<file path="src/rtl/mulPkg.sv">
package mulPkg;
  // strobes from the sequencer to the datapath
  typedef struct packed {
    logic load;  // capture operands, magnitudes and mode
    logic step;  // one conditional add and shift
    logic fix;   // apply product sign
  } mulStrobes_t;
endpackage

</file>
<file path="src/rtl/mulCtrl.sv">
module mulCtrl
  import mulPkg::*;
#(
  parameter int WIDTH = 36
) (
  input  logic        clk,
  input  logic        rst_n,
  input  logic        start,
  output mulStrobes_t strobes,
  output logic        busy,
  output logic        done
);
  localparam int CNT_W = $clog2(WIDTH + 1);
  localparam logic [CNT_W-1:0] LAST_STEP = CNT_W'(WIDTH - 1);

  typedef enum logic [1:0] {ST_IDLE, ST_RUN, ST_FIX} state_t;

  state_t           state;
  logic [CNT_W-1:0] stepCnt;
  logic             doneQ;

  always_comb begin
    strobes.load = (state == ST_IDLE) && start;
    strobes.step = (state == ST_RUN);
    strobes.fix  = (state == ST_FIX);
  end

  always_ff @(posedge clk or negedge rst_n) begin
    if (!rst_n) begin
      state   <= ST_IDLE;
      stepCnt <= '0;
      doneQ   <= 1'b0;
    end else begin
      doneQ <= (state == ST_FIX);
      unique case (state)
        ST_IDLE: begin
          if (start) begin
            state   <= ST_RUN;
            stepCnt <= '0;
          end
        end
        ST_RUN: begin
          if (stepCnt == LAST_STEP) state <= ST_FIX;
          else stepCnt <= stepCnt + 1'b1;
        end
        default: state <= ST_IDLE;
      endcase
    end
  end

  assign busy = (state != ST_IDLE);
  assign done = doneQ;
endmodule

</file>
<file path="src/rtl/mulPath.sv">
module mulPath
  import mulPkg::*;
#(
  parameter int WIDTH = 36
) (
  input  logic             clk,
  input  logic             rst_n,
  input  mulStrobes_t      strobes,
  input  logic [WIDTH-1:0] opA,
  input  logic [WIDTH-1:0] opB,
  input  logic             modeFrac,
  output logic [WIDTH-1:0] result,
  output logic             overflow,
  output logic [WIDTH-1:0] prodHi,
  output logic [WIDTH-1:0] prodLo
);
  localparam int PROD_W = 2 * WIDTH;

  logic [WIDTH-1:0]  mcandMag;
  logic [PROD_W-1:0] prod;
  logic              negQ;
  logic              modeQ;

  logic [WIDTH-1:0]  magA;
  logic [WIDTH-1:0]  magB;
  logic [WIDTH-1:0]  addend;
  logic [WIDTH:0]    partial;

  // magnitudes; the most negative word maps to 2^(WIDTH-1)
  assign magA = opA[WIDTH-1] ? (~opA + 1'b1) : opA;
  assign magB = opB[WIDTH-1] ? (~opB + 1'b1) : opB;

  assign addend  = prod[0] ? mcandMag : '0;
  assign partial = {1'b0, prod[PROD_W-1:WIDTH]} + {1'b0, addend};

  always_ff @(posedge clk or negedge rst_n) begin
    if (!rst_n) begin
      mcandMag <= '0;
      prod     <= '0;
      negQ     <= 1'b0;
      modeQ    <= 1'b0;
    end else if (strobes.load) begin
      mcandMag <= magA;
      prod     <= {{WIDTH{1'b0}}, magB};
      negQ     <= opA[WIDTH-1] ^ opB[WIDTH-1];
      modeQ    <= modeFrac;
    end else if (strobes.step) begin
      prod <= {partial, prod[WIDTH-1:1]};
    end else if (strobes.fix) begin
      if (negQ) prod <= ~prod + PROD_W'(1);
    end
  end

  // double-word form: sign bit repeated at the top of the low word
  assign prodHi = prod[PROD_W-2:WIDTH-1];
  assign prodLo = {prod[PROD_W-2], prod[WIDTH-2:0]};

  logic fracOvf;
  logic intOvf;
  assign fracOvf = ~prod[PROD_W-1] & prod[PROD_W-2];
  assign intOvf  = !((&prod[PROD_W-1:WIDTH-1]) || (prod[PROD_W-1:WIDTH-1] == '0));

  assign result   = modeQ ? prodHi : prod[WIDTH-1:0];
  assign overflow = modeQ ? fracOvf : intOvf;
endmodule

</file>
<file path="src/rtl/shiftAddMul.sv">
module shiftAddMul
  import mulPkg::*;
#(
  parameter int WIDTH = 36
) (
  input  logic             clk,
  input  logic             rst_n,
  input  logic             start,
  input  logic [WIDTH-1:0] opA,
  input  logic [WIDTH-1:0] opB,
  input  logic             modeFrac,
  output logic             busy,
  output logic             done,
  output logic [WIDTH-1:0] result,
  output logic             overflow,
  output logic [WIDTH-1:0] prodHi,
  output logic [WIDTH-1:0] prodLo
);
  mulStrobes_t strobes;

  mulCtrl #(.WIDTH(WIDTH)) uCtrl (
    .clk     (clk),
    .rst_n   (rst_n),
    .start   (start),
    .strobes (strobes),
    .busy    (busy),
    .done    (done)
  );

  mulPath #(.WIDTH(WIDTH)) uPath (
    .clk      (clk),
    .rst_n    (rst_n),
    .strobes  (strobes),
    .opA      (opA),
    .opB      (opB),
    .modeFrac (modeFrac),
    .result   (result),
    .overflow (overflow),
    .prodHi   (prodHi),
    .prodLo   (prodLo)
  );
endmodule

</file>
<file path="config.mk">
export PLATFORM = sky130hd
export DESIGN_NAME = shiftAddMul
export DESIGN_NICKNAME = d
export VERILOG_FILES = /design/src/rtl/mulPkg.sv /design/src/rtl/mulCtrl.sv /design/src/rtl/mulPath.sv /design/src/rtl/shiftAddMul.sv
export SDC_FILE = /design/constraint.sdc
export NUM_CORES = 1
export LEC_CHECK = 0
export BUFFER_PORTS_ARGS = -buffer_cell sky130_fd_sc_hd__buf_2
export CAP_MARGIN = 30
export CELL_PAD_IN_SITES_DETAIL_PLACEMENT = 0
export CELL_PAD_IN_SITES_GLOBAL_PLACEMENT = 1
export CORE_UTILIZATION = 35
export CTS_BUF_LIST = sky130_fd_sc_hd__clkbuf_4
export CTS_CLUSTER_SIZE = 14
export DETAILED_ROUTE_END_ITERATION = 6
export PLACE_DENSITY_LB_ADDON = 0.3
export REMOVE_ABC_BUFFERS = 1
export SYNTH_ARGS = -nofsm -noshare
export SYNTH_HDL_FRONTEND = slang
export SYNTH_SLANG_ARGS = --single-unit
</file>
<file path="constraint.sdc">
create_clock -name clk -period 4.98 [get_ports clk]
set_clock_uncertainty 0.1 [all_clocks]
set_input_delay 0.498 -clock clk [delete_from_list [all_inputs] [get_ports clk]]
set_output_delay 0.498 -clock clk [all_outputs]
set_load 0.03 [all_outputs]
</file>
* Word-level counts from Yosys, hierarchy flattened
Index checks and enable logic that the tools add are counted.
Operators by class: add/sub/neg operators 5, reductions and logical operators 13, bitwise logic cells 6, multiplexer cells 15, equality and inequality tests 6
Operators with widths (number):
- two-way mux 72 bit | 4
- two-way mux 36 bit | 4
- adder 36 x 1 -> 36 bit (second input constant) | 2
- adder 72 x 1 -> 72 bit (second input constant) | 1
- inverter 36 bit | 2
- inverter 72 bit | 1
- adder 36 x 36 -> 37 bit | 1
- zero test 37 bit | 1
- AND reduction 37 bit | 1
- two-way mux 6 bit | 2
- case mux 6 bit (2 select lines) | 1
- adder 6 x 1 -> 6 bit (second input constant) | 1
- == test 6 bit (second input constant) | 1
- nonzero test 3 bit | 2
- two-way mux 2 bit | 2
- inequality test 2 bit (second input constant) | 2
- case mux 2 bit (2 select lines) | 1
- AND reduction 2 bit | 2
- nonzero test 2 bit | 2
- AND reduction 3 bit | 1
- == test 2 x 1 -> 1 bit (second input constant) | 1
- == test 2 bit (second input constant) | 1
- zero test 2 bit | 1
- inequality test 2 x 1 -> 1 bit (second input constant) | 1
- 7 further kinds | 7
Word-level totals: register bits 119, output and inout bits 111, word-level logic and storage cells 52, bits of input ports 76

* Longest topological paths before layout
Gate-level depths: netlist (run 1).
depth in word-level cells 6, gate-level depth with buffers 14, mapped depth without buffers 12

* Hierarchy
From an unflattened synthesis (run 1), not the netlist that was laid out.
Second synthesis, totals: cell total of the unflattened synthesis 1388, area, all modules 11174.5 µm²
By module, submodules not included:
- mulPath | cells an instance 1342, times used 1, area each 10721.5 µm², seq. area each 2752.6 µm²
- mulCtrl | cells an instance 46, times used 1, area each 452.9 µm², seq. area each 225.2 µm²

* Least setup slack after synthesis (run 1)
OpenSTA, ideal clock, no wires.
path type flip-flop to flip-flop, start point register uPath.prod[0], end point register uPath.prod[66], buffers on the path 4, stages on the path, launching flop included 15, period minus slack after synthesis 3.847 ns, required time 4.739 ns, data arrival time 3.606 ns, library setup time 0.141 ns, path slack 1.133 ns, cells stage by stage dfrtp_1 clkbuf_1 inv_1 ha_1 nand2b_1 or4_4 buf_6 or3_4 buf_6 or4_4 buf_6 or4_4 mux2_4 o221ai_2 a31oi_1
Between the ends: longest elaborated chain between the ends 6, elaborated cells on any way between the ends 8, those cells by class add/sub: 2; mux: 5; bitwise: 1
Ends and longest elaborated chain:
- start, declared | line mulPath.sv:20 | logic [PROD_W-1:0] prod;
- start signal, assigned | line mulPath.sv:44 | prod <= {{WIDTH{1'b0}}, magB};
- start signal, assigned | line mulPath.sv:48 | prod <= {partial, prod[WIDTH-1:1]};
- start signal, assigned | line mulPath.sv:50 | if (negQ) prod <= ~prod + PROD_W'(1);
- inverter 72 bit | line mulPath.sv:50
- adder 72 x 1 -> 72 bit | line mulPath.sv:50
- two-way mux 72 bit | line mulPath.sv:50
- two-way mux 72 bit | line mulPath.sv:49 | end else if (strobes.fix) begin
- two-way mux 72 bit * | line mulPath.sv:47 | end else if (strobes.step) begin
- two-way mux 72 bit * | line mulPath.sv:42 | end else if (strobes.load) begin
Every way passes the cells marked *; elsewhere a longest branch is shown, timed or not. The select of a mux whose other input is x is not followed. A chain may end at the register's enable or synchronous reset.

* Worst setup path after layout (run 1)
start point register uPath.prod[60], end point output overflow
Between the ends: longest elaborated chain between the ends 4, elaborated cells on any way between the ends 5, those cells by class mux: 1; reduce/logical: 4
Ends and longest elaborated chain:
- AND reduction 37 bit / zero test 37 bit (equally long branches) | line mulPath.sv:61 | assign intOvf = !((&prod[PROD_W-1:WIDTH-1]) || (prod[PROD_W-1:WIDTH-1] == '0));
- logical OR 1 bit * | line mulPath.sv:61
- zero test 1 bit * | line mulPath.sv:61
- two-way mux 1 bit * | line mulPath.sv:64 | assign overflow = modeQ ? fracOvf : intOvf;
- end, declared | line shiftAddMul.sv:15 | output logic overflow,
Every way passes the cells marked *; elsewhere a longest branch is shown, timed or not.

==> summary.txt, run 1 <==
outcome = finished, final reports clean
DP Area = 12000 µm²
Clock Sinks = 119
drt total wl = 38300 µm
Ys Warns = 0
fin. max-slew vios = 0
commonest cells after routing, fill and taps aside = buf_2 (185), o21ai_0 (149), nand2_1 (139)
mean area per synthesized cell = 7.83 µm²
Final nets = 1628
FF+latch area = 2980 µm²
total negative slack = 0 ns
largest buffer count on any clock path = 2
Crit path max-delay family = simple AND/OR/NAND/NOR gates
die width = 182 µm
crit path buf inv count = 1
CTS H-tree lvls = 4
RSZ-0062 raised after global routing = no
die area = 33000 µm²
All-Layer GR Usage = 0.229
antenna violations before repair = 1
worst rel slew slack = 0.318
most common cell after layout, fill and taps aside = buf_2
flops & latches, synth = 119
vias in the first global route = 10143
design area = 12400 µm²
library cells used by synthesis = 68
fmax = 0.228 GHz
Starting Density = 0.357
Vias = 11056
fillers = 3291
first-pass GRT wire length = 59600 µm
Post-CTS Resized = 0
I/O Buffers = 186
fin util = 0.392
Hold Vio Cnt, Final = 0
Hold Crit Class = in2reg
Seq/Total Area, Yosys = 0.263
routed len/inst = 19.9 µm
Post-synth top flop = dfrtp_1
critical path type = reg2out
Inserted Clock Buffers = 17
DR DRC count = 0
VDD IR max = 0.000217 V
hpwl dp = 28100 µm
CTS tree = built
Worst Tran Pin Value = 1.02 ns
Area growth syn-to-layout = 9.85%
CP max-delay cell = or4_1
Root Driver = clkbuf_4
crit path DAT = 3.80 ns
ratio of cells with drive above 1 in the final layout = 0.189
FFs w/ async S/R, synth = 1.00
GRT overflow = 0
clk slew on worst S/H paths = 0.12 ns
setup violators final = 0
Lkg Pwr = 0.00533 µW
Final Cycle Share = 0.883
ANT nets after route = 0
drt first pass iters = 5
critical path's largest stage delay = 0.70 ns
Clk Latency, worst-skew pair = 0.57 ns
row count = 65
area of the core = 31700 µm²
Die Ht = 182 µm
Pwr Density = 742 nW/µm²
Crit path top cell by count = or4_1
DR iter-0 viols = 1026
WHS = 0.0586 ns
Cell Chain, Critical Path = or4_1 -> or4_1 -> or3_1 -> or4_1 -> o31ai_1 -> o21ai_0 -> buf_2
WP data required = 4.38 ns
gp weighted congestion = 0.858
# IOs = 187
max-cap check violation count = 0
Mapped Area = 11300 µm²
Tot Pwr = 9220 µW
EDFF count, synth = 0
largest fanout on the critical path = 9
fin crit period = 4.40 ns
pin count of the biggest net entering global routing = 100
Worst Setup Start Kind = flop
Via density = 5.75
endpoint type of the worst setup path = output pin
Cells after Synth = 1444
multi-input logic area = 7380 µm²
[metal layers]
metal | global-route usage | vias up | routed length, µm
met5 | 0 | - | 0
met4 | 0.0668 | 0 | 719
met3 | 0.0293 | 40 | 1830
met2 | 0.360 | 344 | 17300
met1 | 0.327 | 5268 | 18400
li1 | - | 5404 | -
[sequential cells by signal (all words and copies together), names as in the netlist]
register and count:
uCtrl.done 1, uCtrl.state 2, uCtrl.stepCnt 6, uPath.mcandMag 36
uPath.modeQ 1, uPath.negQ 1, uPath.prod 72
[worst paths after layout]
check / cells after the start / slack [ns] / to / startpoint
worst max register to register: 11 / 1.07 / uPath.prod[70] / uPath.prod[0]
worst max-delay path: 7 / 0.58 / overflow / uPath.prod[60]
worst min-delay path: 2 / 0.06 / uPath.mcandMag[35] / opA[33]
worst min register to register: 2 / 0.38 / uPath.mcandMag[15] / uPath.mcandMag[15]
min in group asynchronous: 2 / 0.39 / uPath.prod[6] / rst_n
max in group asynchronous: 3 / 3.33 / uPath.prod[30] / rst_n
[power by group]
group	total, µW	leakage, µW	switching, µW	internal [µW]
combinational	6080	0.00367	3910	2160
clock	925	0.000177	425	499
sequential	2220	0.00148	800	1420
[worst reg2reg max path, delay by kind of cell, from the launching register on]
family / cells / cell delay (ns)
and+or+nand+nor: 1 / 0.16
adders and majority gates: 1 / 0.30
AOI/OAI and AO/OA: 8 / 2.22
buffers and inverters: 1 / 0.31
DFF: 1 / 0.69
[stage by stage]
stage                     cells  setup slack [ns]
after detailed placement   1889              1.06
final                      1924             0.585
after global placement     1889              1.11
after floorplan            1281            -0.973
after CTS                  1923             0.578
after global routing       1924             0.331
[synthesized netlist by cell type, drive strengths merged (5+ instances only)]
cell type | count | share of area
xor2 | 79 | 0.061
nand2b | 12 | 0.0066
o21a | 13 | 0.0086
a221oi | 20 | 0.015
a22o | 9 | 0.0070
mux2i | 8 | 0.0071
buf | 80 | 0.053
o41ai | 17 | 0.013
o221ai | 15 | 0.012
a22oi | 11 | 0.0073
inv | 22 | 0.0073
nand3b | 7 | 0.0046
dfrtp | 119 | 0.26
a21oi | 88 | 0.039
nor4 | 17 | 0.0094
or3 | 33 | 0.019
a211oi | 7 | 0.0046
o21bai | 8 | 0.0053
a31oi | 19 | 0.011
o211ai | 7 | 0.0046
nand2 | 140 | 0.046
ha | 43 | 0.048
o21ai | 155 | 0.069
nand4 | 17 | 0.0094
mux2 | 35 | 0.035
and2 | 40 | 0.022
or2 | 6 | 0.0033
clkbuf | 83 | 0.028
a211o | 5 | 0.0039
nor2 | 100 | 0.033
or4 | 28 | 0.020
xnor2 | 16 | 0.012
a21o | 26 | 0.017
nand3 | 20 | 0.0088
o31ai | 47 | 0.031
nor2b | 8 | 0.0044
nor3 | 44 | 0.019
[cells by family (layout without fill, tap and decap cells)]
group | Yosys count | after routing | synth area share
AO/OA/AOI/OAI | 470 | 470 | 0.266
XOR/XNOR | 95 | 95 | 0.0735
adder cells (fa/ha/maj) | 44 | 44 | 0.0493
buffers and inverters | 185 | 262 | 0.0874
flip-flops | 119 | 119 | 0.263
multiplexers | 43 | 43 | 0.0422
other | 0 | 1 | 0
AND/OR/NAND/NOR | 488 | 488 | 0.218
[cell type report]
cell class	count	share of cell area
Tap cell	402	0.0405
Inverter	22	0.00664
Clock inverter	14	0.0185
Clock buffer	18	0.0109
Timing Repair Buffer	208	0.0898
Sequential cell	119	0.240
Antenna cell	1	0.000201
Multi-Input combinational cell	1140	0.594
[timing repair]
action | 4_1_cts | 5_1_grt
hold buffers | 2 | 0
buffers inserted | 0 | 0
hold endpoints to repair | 44 | 0
Power figures use the tool's default switching activity.
==> run 2: changes to the inputs <==
- SYNTH_HIERARCHICAL: not set -> 1
==> summary.txt, run 2 <==
Starting Density = 0.355
leading area contributor after synthesis = dfrtp_1
pin count of the biggest net entering global routing = 107
Clk Latency, worst-skew pair = 0.57 ns
CTS tree = built
biggest regs = uPath/prod (72), uPath/mcandMag (36), uCtrl/stepCnt (6)
Inserted Clock Buffers = 17
outcome = finished, final reports clean
FF-to-FF Start = uPath/prod[0]
Hold Vio Cnt, Final = 0
Post-synth top flop = dfrtp_1
worst setup margin = 1.26 ns
Die Ht = 181 µm
# IOs = 187
max-cap check violation count = 0
DR DRC count = 0
Crit Reg-Reg Endpoint = uPath/prod[70]
CTS H-tree lvls = 4
Hold Startpoint = modeFrac
EDFF count, synth = 0
most frequent cell after synthesis = nand2_1
WHS = 0.0720 ns
Final nets = 1586
I/O Buffers = 186
drt total wl = 37300 µm
Vias = 10579
WP data required = 4.38 ns
Psw = 5330 µW
largest fanout on the critical path = 8
fin. max-slew vios = 0
endpoint type of the worst setup path = output pin
fin crit period = 3.72 ns
worst rel slew slack = 0.346
Clock power frac = 0.082
Setup WS pre-CTS = 1.38 ns
WHS Path Cells = 2
top cells by instance count after synthesis = nand2_1 (124), dfrtp_1 (119), nor2_1 (114), a21oi_1 (106), xor2_1 (88)
fmax = 0.269 GHz
commonest cells after routing, fill and taps aside = buf_2 (185), nand2_1 (124), dfrtp_1 (118)
Worst Tran Pin Value = 0.980 ns
drt first pass iters = 5
FFs w/ async S/R, synth = 1.00
Mapped Area = 11200 µm²
DR iter-0 viols = 691
Gate power share = 0.658
Tot Pwr = 9570 µW
routed len/inst = 19.8 µm
ranking of synthesized cells by area = dfrtp_1 (27%), xor2_1 (6.9%), xnor2_1 (5.1%), buf_4 (4.8%), a21oi_1 (4.7%)
row count = 65
Clock Sinks = 119
Pwr Density = 782 nW/µm²
Final Cycle Share = 0.746
Post-CTS Resized = 0
mean area per synthesized cell = 8.05 µm²
ratio of cells with drive above 1 in the final layout = 0.207
flops & latches, synth = 119
antenna violations before repair = 1
Int Pwr = 4250 µW
Lkg Pwr = 0.00526 µW
Via density = 5.61
Worst Setup Start Kind = flop
GRT overflow = 0
largest buffer count on any clock path = 2
VDD IR max = 0.000448 V
first-pass GRT wire length = 58500 µm
crit path from = uPath/prod[43]
Seq/Total Area, Yosys = 0.266
share of the synthesized area in the top cell type = 0.266
Root Driver = clkbuf_4
Largest Register = uPath/prod
library cells used by synthesis = 78
area of the core = 31500 µm²
Reg2Reg Depth = 10
vias in the first global route = 10218
crit path DAT = 3.12 ns
critical path type = reg2out
clk slew on worst S/H paths = 0.12 ns
setup violators final = 0
Area growth syn-to-layout = 9.61%
RSZ-0062 raised after global routing = no
Flop pwr share = 0.260
ANT nets after route = 0
hpwl dp = 28000 µm
setup slack, reg-to-reg = 1.30 ns
Hold Path End = uPath/modeQ
die area = 32600 µm²
Ys Warns = 6
gp weighted congestion = 0.856
Setup Buffers After CTS = 0
Cells after Synth = 1388
most common cell after layout, fill and taps aside = buf_2
max reg flops = 72
hold buffer count at CTS = 1
switching share of power = 0.556
All-Layer GR Usage = 0.229
die width = 181 µm
Hold Crit Class = in2reg
-- run 2: cell count changes after synthesis, moves of 15 or more --
cell,previous run,this run
o21ai_0,149,82
xnor2_1,16,65
clkbuf_1,83,51
nor3_1,44,25
a21oi_1,88,106
a221oi_1,20,2
o21ai_1,6,24
nand2_1,140,124
or3_1,32,17
-- run 2: worst max-delay path, stage by stage (launching register included) --
cell and delay [ns]:
dfrtp_1 0.57, or4_1 0.60, nor2_1 0.35, and2_1 0.28, nand4_1 0.12, o21ai_0 0.36
nand2_1 0.09, buf_2 0.19
-- run 2: kinds of logic after synthesis --
group           after synthesis  synth area share
simple gates                467             0.218
compound gates              392             0.221
buf+inv                     168            0.0808
xor+xnor                    153             0.120
flops                       119             0.266
mux                          48            0.0469
fa+ha+maj                    41            0.0466
-- run 2: layout make-up --
cell class / count / area, µm²
repair buffers: 201 / 1060
multi-input cells: 1101 / 7290
flip-flops and latches: 119 / 2980
clock inverters: 13 / 155
inverters: 29 / 111
well taps: 402 / 503
fillers: 3323 / 19200
clock buffers: 19 / 143
diodes: 1 / 2.50
-- run 2: power by group through the flow --
stage	Clock (µW)	Combinational, µW	Sequential [µW]
global placement	0	6200	2510
global route	850	6900	2590
floorplan	0	4090	2670
detailed placement	0	6230	2520
CTS	812	6270	2500
finish	790	6300	2490
-- run 2: stage by stage --
step	cell area (µm²)	cells	utilization	setup TNS, ns
floorplan	10400	1249	-	-0.243
global placement	11900	1851	0.379	0
detailed placement	11900	1851	0.379	0
CTS	12200	1884	0.389	0
global route	12200	1885	0.389	0
finish	12200	1885	0.389	0
-- run 2: how the worst max path moves through the flow --
stage,to,slack [ns],depth (start not counted)
6_report,overflow,1.26,7
5_1_grt,uPath/prod[66],0.93,12
2_1_floorplan,uPath/prod[28],-0.24,9
3_3_place_gp,uPath/prod[70],1.42,10
3_5_place_dp,uPath/prod[70],1.38,10
4_1_cts,overflow,1.27,7
-- run 2: routing by layer --
layer | track usage | vias up | part of all wire | routed length [µm]
li1 | - | 5116 | - | -
met1 | 0.313 | 5093 | 0.47 | 17500
met2 | 0.364 | 335 | 0.46 | 17000
met3 | 0.0412 | 35 | 0.053 | 1990
met4 | 0.0691 | 0 | 0.022 | 834
met5 | 0 | - | 0 | 0
